### src/rtl/upset_pkg.sv
package upset_pkg;
  localparam int BYTE_W = 8;
  localparam int BIT_W  = 3;

  typedef logic [BYTE_W-1:0] byte_t;

  function automatic byte_t bit_mask(input logic [BIT_W-1:0] idx);
    byte_t m;
    m = '0;
    m[idx] = 1'b1;
    return m;
  endfunction
endpackage

### src/rtl/upset_target_dec.sv
module upset_target_dec
  import upset_pkg::*;
#(
  parameter int TOTAL = 152,
  parameter int AW    = 8
) (
  input  logic             inj_stb,
  input  logic [AW-1:0]    inj_addr,
  input  logic [BIT_W-1:0] inj_bit,
  output logic             accept,
  output logic             refuse,
  output byte_t            mask,
  output logic [TOTAL-1:0] word_sel
);
  localparam logic [AW:0] LIMIT = (AW+1)'(TOTAL);

  logic in_range;

  always_comb begin
    in_range = {1'b0, inj_addr} < LIMIT;
    accept   = inj_stb && in_range;
    refuse   = inj_stb && !in_range;
    mask     = bit_mask(inj_bit);
  end

  for (genvar gi = 0; gi < TOTAL; gi++) begin : g_sel
    assign word_sel[gi] = inj_stb && (inj_addr == AW'(gi));
  end
endmodule

### src/rtl/upset_word_array.sv
module upset_word_array
  import upset_pkg::*;
#(
  parameter int TOTAL = 152,
  parameter int AW    = 8
) (
  input  logic                    clk,
  input  logic                    rst_n,
  input  logic                    wr_en,
  input  logic [AW-1:0]           wr_addr,
  input  byte_t                   wr_data,
  input  logic [TOTAL-1:0]        inj_sel,
  input  byte_t                   inj_mask,
  input  logic [AW-1:0]           rd_addr,
  output byte_t                   rd_data,
  output logic [TOTAL*BYTE_W-1:0] words_flat
);
  localparam logic [AW:0] LIMIT = (AW+1)'(TOTAL);

  byte_t words [TOTAL];

  for (genvar gi = 0; gi < TOTAL; gi++) begin : g_word
    logic  wr_hit;
    logic  en;
    byte_t nxt;

    always_comb begin
      wr_hit = wr_en && (wr_addr == AW'(gi));
      en     = wr_hit || inj_sel[gi];
      nxt    = (wr_hit ? wr_data : words[gi]) ^ (inj_sel[gi] ? inj_mask : '0);
    end

    always_ff @(posedge clk or negedge rst_n) begin
      if (!rst_n)  words[gi] <= '0;
      else if (en) words[gi] <= nxt;
    end

    assign words_flat[gi*BYTE_W +: BYTE_W] = words[gi];
  end

  byte_t rd_nxt;

  always_comb begin
    if ({1'b0, rd_addr} < LIMIT) rd_nxt = words[rd_addr];
    else                         rd_nxt = '0;
  end

  always_ff @(posedge clk or negedge rst_n) begin
    if (!rst_n) rd_data <= '0;
    else        rd_data <= rd_nxt;
  end
endmodule

### src/rtl/upset_sat_count.sv
module upset_sat_count #(
  parameter int W = 8
) (
  input  logic         clk,
  input  logic         rst_n,
  input  logic         inc,
  output logic [W-1:0] count
);
  logic         en;
  logic [W-1:0] nxt;

  always_comb begin
    en  = inc && (count != {W{1'b1}});
    nxt = count + 1'b1;
  end

  always_ff @(posedge clk or negedge rst_n) begin
    if (!rst_n)  count <= '0;
    else if (en) count <= nxt;
  end
endmodule

### src/rtl/upset_regfile.sv
module upset_regfile
  import upset_pkg::*;
#(
  parameter int RAM_BYTES = 128,
  parameter int SFR_BYTES = 24,
  parameter int CNT_W     = 8,
  localparam int TOTAL    = RAM_BYTES + SFR_BYTES,
  localparam int AW       = $clog2(TOTAL)
) (
  input  logic             clk,
  input  logic             rst_n,
  input  logic             wr_en,
  input  logic [AW-1:0]    wr_addr,
  input  logic [7:0]       wr_data,
  input  logic [AW-1:0]    rd_addr,
  output logic [7:0]       rd_data,
  input  logic             inj_stb,
  input  logic [AW-1:0]    inj_addr,
  input  logic [2:0]       inj_bit,
  output logic             inj_err,
  output logic [CNT_W-1:0] inj_count
);
  // reset: asserted at once, released through two flops
  logic [1:0] rst_pipe;
  logic       rst_sync_n;

  always_ff @(posedge clk or negedge rst_n) begin
    if (!rst_n) rst_pipe <= '0;
    else        rst_pipe <= {rst_pipe[0], 1'b1};
  end
  assign rst_sync_n = rst_pipe[1];

  logic             accept;
  logic             refuse;
  byte_t            mask;
  logic [TOTAL-1:0] word_sel;
  logic [TOTAL*BYTE_W-1:0] words_flat;

  upset_target_dec #(.TOTAL(TOTAL), .AW(AW)) i_dec (
    .inj_stb  (inj_stb),
    .inj_addr (inj_addr),
    .inj_bit  (inj_bit),
    .accept   (accept),
    .refuse   (refuse),
    .mask     (mask),
    .word_sel (word_sel)
  );

  upset_word_array #(.TOTAL(TOTAL), .AW(AW)) i_array (
    .clk        (clk),
    .rst_n      (rst_sync_n),
    .wr_en      (wr_en),
    .wr_addr    (wr_addr),
    .wr_data    (wr_data),
    .inj_sel    (word_sel),
    .inj_mask   (mask),
    .rd_addr    (rd_addr),
    .rd_data    (rd_data),
    .words_flat (words_flat)
  );

  upset_sat_count #(.W(CNT_W)) i_count (
    .clk   (clk),
    .rst_n (rst_sync_n),
    .inc   (accept),
    .count (inj_count)
  );

  logic err_nxt;
  always_comb err_nxt = refuse;

  always_ff @(posedge clk or negedge rst_sync_n) begin
    if (!rst_sync_n) inj_err <= 1'b0;
    else             inj_err <= err_nxt;
  end
endmodule

### config.mk
export PLATFORM = sky130hd
export DESIGN_NAME = upset_regfile
export DESIGN_NICKNAME = d
export VERILOG_FILES = /design/src/rtl/upset_pkg.sv /design/src/rtl/upset_target_dec.sv /design/src/rtl/upset_word_array.sv /design/src/rtl/upset_sat_count.sv /design/src/rtl/upset_regfile.sv
export SDC_FILE = /design/constraint.sdc
export NUM_CORES = 2
export LEC_CHECK = 0
export BUFFER_PORTS_ARGS = -buffer_cell sky130_fd_sc_hd__buf_4
export CORE_MARGIN = 1
export CORE_UTILIZATION = 66
export CTS_BUF_LIST = sky130_fd_sc_hd__clkbuf_8
export DETAILED_ROUTE_END_ITERATION = 10
export PLACE_DENSITY = 0.83
export SKIP_CTS_REPAIR_TIMING = 1
export SYNTH_ARGS = -nofsm -noshare
export SYNTH_HDL_FRONTEND = slang
export SYNTH_SLANG_ARGS = --single-unit
### constraint.sdc
create_clock -name clk -period 51 [get_ports clk]
set_input_delay 7.65 -clock clk [delete_from_list [all_inputs] [get_ports clk]]
set_output_delay 7.65 -clock clk [all_outputs]
set_load 0.02 [all_outputs]
==> results by group <==
Status
  – Status: complete, no violations

Yosys
  – Yosys warnings: 0
  – Post-synth EDFFs: 0
  – Syn_nets: 6,421
  – Cell taking the most area after synthesis: sky130_fd_sc_hd__dfrtp_1
  – Seq/Total Area, Yosys: 0.4311
  – Commonest register cell after synthesis: sky130_fd_sc_hd__dfrtp_1
  – Instance count of the mapped netlist: 6,381
  – Fraction of registers with async set/reset: 1.000
  – Post-synthesis average cell area: 11.23 sq um
  – Most numerous cell in the Yosys netlist: sky130_fd_sc_hd__mux2i_1
  – Summed instance area of the synthesized netlist: 71,690 sq um
  – Number of distinct library cells after synthesis: 68
  – Most common library cells after synthesis: sky130_fd_sc_hd__mux2i_1 (1,281), sky130_fd_sc_hd__dfrtp_1 (1,235), sky130_fd_sc_hd__nor2_1 (922), sky130_fd_sc_hd__xnor2_1 (757), sky130_fd_sc_hd__nand2_1 (696)
  – Number of storage elements in the synthesis netlist: 1,235
  – Top cell type's share of synthesized area: 0.4311
  – Dominant cells by area after synthesis: sky130_fd_sc_hd__dfrtp_1 (43%), sky130_fd_sc_hd__mux2i_1 (18%), sky130_fd_sc_hd__mux4_2 (9.9%)

Setup path
  – Kind of start point of the critical path: input port
  – Worst path arrival time: 12.05 ns
  – Required arrival time at the worst endpoint: 51.77 ns
  – Critical path endpoint category: flop
  – Critical R2R Launch: rst_pipe[1]$_DFF_PN0_
  – Reg2Reg Depth: 4
  – Maximum net fanout on the critical path: 107
  – Destination of the worst register-to-register timing path: i_array.words_flat[721]$_DFFE_PN0P_
  – Critical Setup Path Class: in -> reg
  – Setup slack on the worst flop-to-flop path: 46.62 ns

Placed design
  – Gp weighted congestion: 1.003
  – Port-buffer cells: 55
  – Half-perimeter wire length after placement: 143,600 um

Min path
  – End of the worst hold path: rst_pipe[1]$_DFF_PN0_
  – Cell depth of the worst hold path: 0
  – Hold path startpoint: rst_pipe[0]$_DFF_PN0_
  – Hold/Removal Path Class: reg -> reg

Detailed routing
  – Final antenna-violating net count: 0
  – Number of iterations in the first detailed-routing pass: 7
  – Total wirelength of the detailed-routed design: 235,300 um
  – Post-DR vias/cell: 6.754
  – Average detailed-routed wire length per instance: 29.79 um
  – DRC viols: 0
  – Via Count: 53.34k
  – 1st-iter DRT viols: 7,676

Global route
  – Pin count of the biggest net entering global routing: 168
  – Via count of the first global-routing pass: 54.75k
  – Global routing met1 resource utilization: 0.5571
  – Global routing usage on met2: 0.6106
  – Global-route wire length before repair: 351,700 um
  – Met3 usage in global routing: 0.1656
  – Most utilized layer in the global route result: met2
  – Number of antenna violations at the first check in global routing: 9
  – Total overflow reported by the global router: 0
  – Global-route usage over all layers: 0.4300

STA
  – Hold Fails Final Rpt: 0
  – Worst-case hold slack: 0.3476 ns
  – Slew at the pin closest to its max-slew limit: 1.395 ns
  – TNS Setup: 0 ns
  – Crit share post-route: 0.2212
  – Final worst clock skew: 0.05166 ns
  – Number of max-slew violations in the final report: 0
  – Final setup fails: 0
  – FMAX: 88.66 MHz
  – Remaining max-slew budget at the tightest pin: 0.06308
  – RSZ-0062 raised after global routing: false
  – Min cycle time layout: 11.28 ns

Layout
  – Number of nets in the layout: 6,357
  – Share of final-layout standard cells stronger than drive strength 1: 0.1289
  – Filler Cell Count: 7,258
  – Synthesis-to-finish area growth: 7.709%

CTS
  – Num Clock Sinks: 1,235
  – Maximum root-to-sink buffer count: 3
  – Root buf cell: sky130_fd_sc_hd__clkbuf_8
  – Level count of the clock H-tree: 4
  – Total clock buffers created by CTS: 204
  – CTS tree: built
  – Clk_lat worst skew: 0.93 ns
  – CTS clk-pin slew, worst paths: 0.07 ns

Floorplanning
  – Die ar.: 109,900 sq um
  – # rows: 120
  – Effective utilization at floorplan: 0.6678
  – Die height: 331.6 um
  – Width of the die: 331.6 um
  – Core area: 107,400 sq um
  – IO Pins: 56

Power
  – Combinational fraction of design power: 0.122
  – Max IR drop VDD: 0.00003738 V
  – Clock network fraction of total power: 0.405
  – Fraction of power consumed by sequential logic: 0.473
  – Leakage power: 32.13 nW
  – Sw power: 0.6469 mW
  – Switching share of total power: 0.2817
  – Power density over the cells: 29.74 nW/um^2
  – Internal power: 1.649 mW

Flow run
  – Max cap viols: 0
stage by stage:
stage	cell area [sq um]	utilization	worst slack, ns	power [mW]	std cells
2_1_floorplan	71690	-	14.03	1.286	6381
3_3_place_gp	72850	0.6786	38.90	1.360	7514
3_5_place_dp	72850	0.6786	38.83	1.370	7514
4_1_cts	77200	0.7191	39.82	2.285	7890
5_1_grt	77200	0.7191	39.52	2.354	7891
6_report	77210	0.7192	39.72	2.296	7897
power by group through the flow:
stage          Combinational, mW  Clock, mW  Sequential (mW)
3_3_place_gp               0.263          0             1.10
4_1_cts                    0.273      0.929             1.08
6_report                   0.280      0.931             1.09
2_1_floorplan              0.182          0             1.10
5_1_grt                    0.293      0.971             1.09
3_5_place_dp               0.272          0             1.10
cells by family (layout without fill, tap and decap cells):
group | count (synthesis) | after routing | share of synthesized area
muxes | 1612 | 1612 | 0.2824
other | 1 | 8 | 0.00005231
and+or+nand+nor | 1768 | 1768 | 0.09792
adders and majority gates | 1 | 1 | 0.0001745
buffers and inverters | 422 | 528 | 0.02704
DFF | 1235 | 1235 | 0.4311
xor gates and xnor gates | 1223 | 1223 | 0.1494
AOI/OAI and AO/OA | 119 | 119 | 0.01185
how the worst max path moves through the flow:
stage                           from                            to  slack [ns]
5_1_grt                   rd_addr[0]  i_array.rd_data[6]$_DFF_PN0_       39.52
4_1_cts                   rd_addr[0]  i_array.rd_data[6]$_DFF_PN0_       39.82
6_report                  rd_addr[0]  i_array.rd_data[6]$_DFF_PN0_       39.72
2_1_floorplan  rst_pipe[1]$_DFF_PN0_  i_array.rd_data[0]$_DFF_PN0_       14.03
3_3_place_gp              rd_addr[0]  i_array.rd_data[6]$_DFF_PN0_       38.90
3_5_place_dp              rd_addr[0]  i_array.rd_data[6]$_DFF_PN0_       38.83
final cells by class:
| cell class | count | area (sq um) | area share |
|---|---|---|---|
| Tap cell | 1403 | 1755 | 0.02273 |
| Multi-Input combinational cell | 4724 | 38990 | 0.5049 |
| Antenna cell | 7 | 17.52 | 0.0002269 |
| Clock inverter | 110 | 679.4 | 0.008799 |
| Timing Repair Buffer | 143 | 1169 | 0.01514 |
| Inverter | 9 | 33.78 | 0.0004375 |
| Sequential cell | 1235 | 30910 | 0.4003 |
| Clock buffer | 266 | 3661 | 0.04741 |
layout by cell type, fill, tap and decap left out, drive strengths merged, types with 14 or more instances in the layout:
cell type / count
mux2i: 1281
dfrtp: 1235
nor2: 950
xnor2: 757
nand2: 696
xor2: 466
mux4: 325
clkbuf: 266
buf: 143
inv: 83
clkinv: 23
a21oi: 20
nand3: 20
o21ai: 16
nor2b: 16
nor3: 16
a221oi: 14
worst max-delay path, stage by stage:
cell and delay, ns:
sky130_fd_sc_hd__buf_8 0.61, sky130_fd_sc_hd__buf_12 0.69, sky130_fd_sc_hd__buf_12 0.67, sky130_fd_sc_hd__mux4_2 0.59, sky130_fd_sc_hd__mux4_2 0.52, sky130_fd_sc_hd__mux2i_1 0.50
sky130_fd_sc_hd__o221ai_1 0.21, sky130_fd_sc_hd__a21oi_2 0.27, sky130_fd_sc_hd__o41ai_2 0.12
registers in the layout (all words and copies together), names as in the netlist:
name                flops
i_array.rd_data         8
i_array.words_flat   1216
i_count.count           8
inj_err                 1
rst_pipe                2
layer usage:
metal / vias up / share of wire
met5: - / 0.0016
met4: 14 / 0.071
met3: 1040 / 0.15
met2: 3963 / 0.42
met1: 26780 / 0.36
li1: 21550 / -
Power figures use the tool's default switching activity.
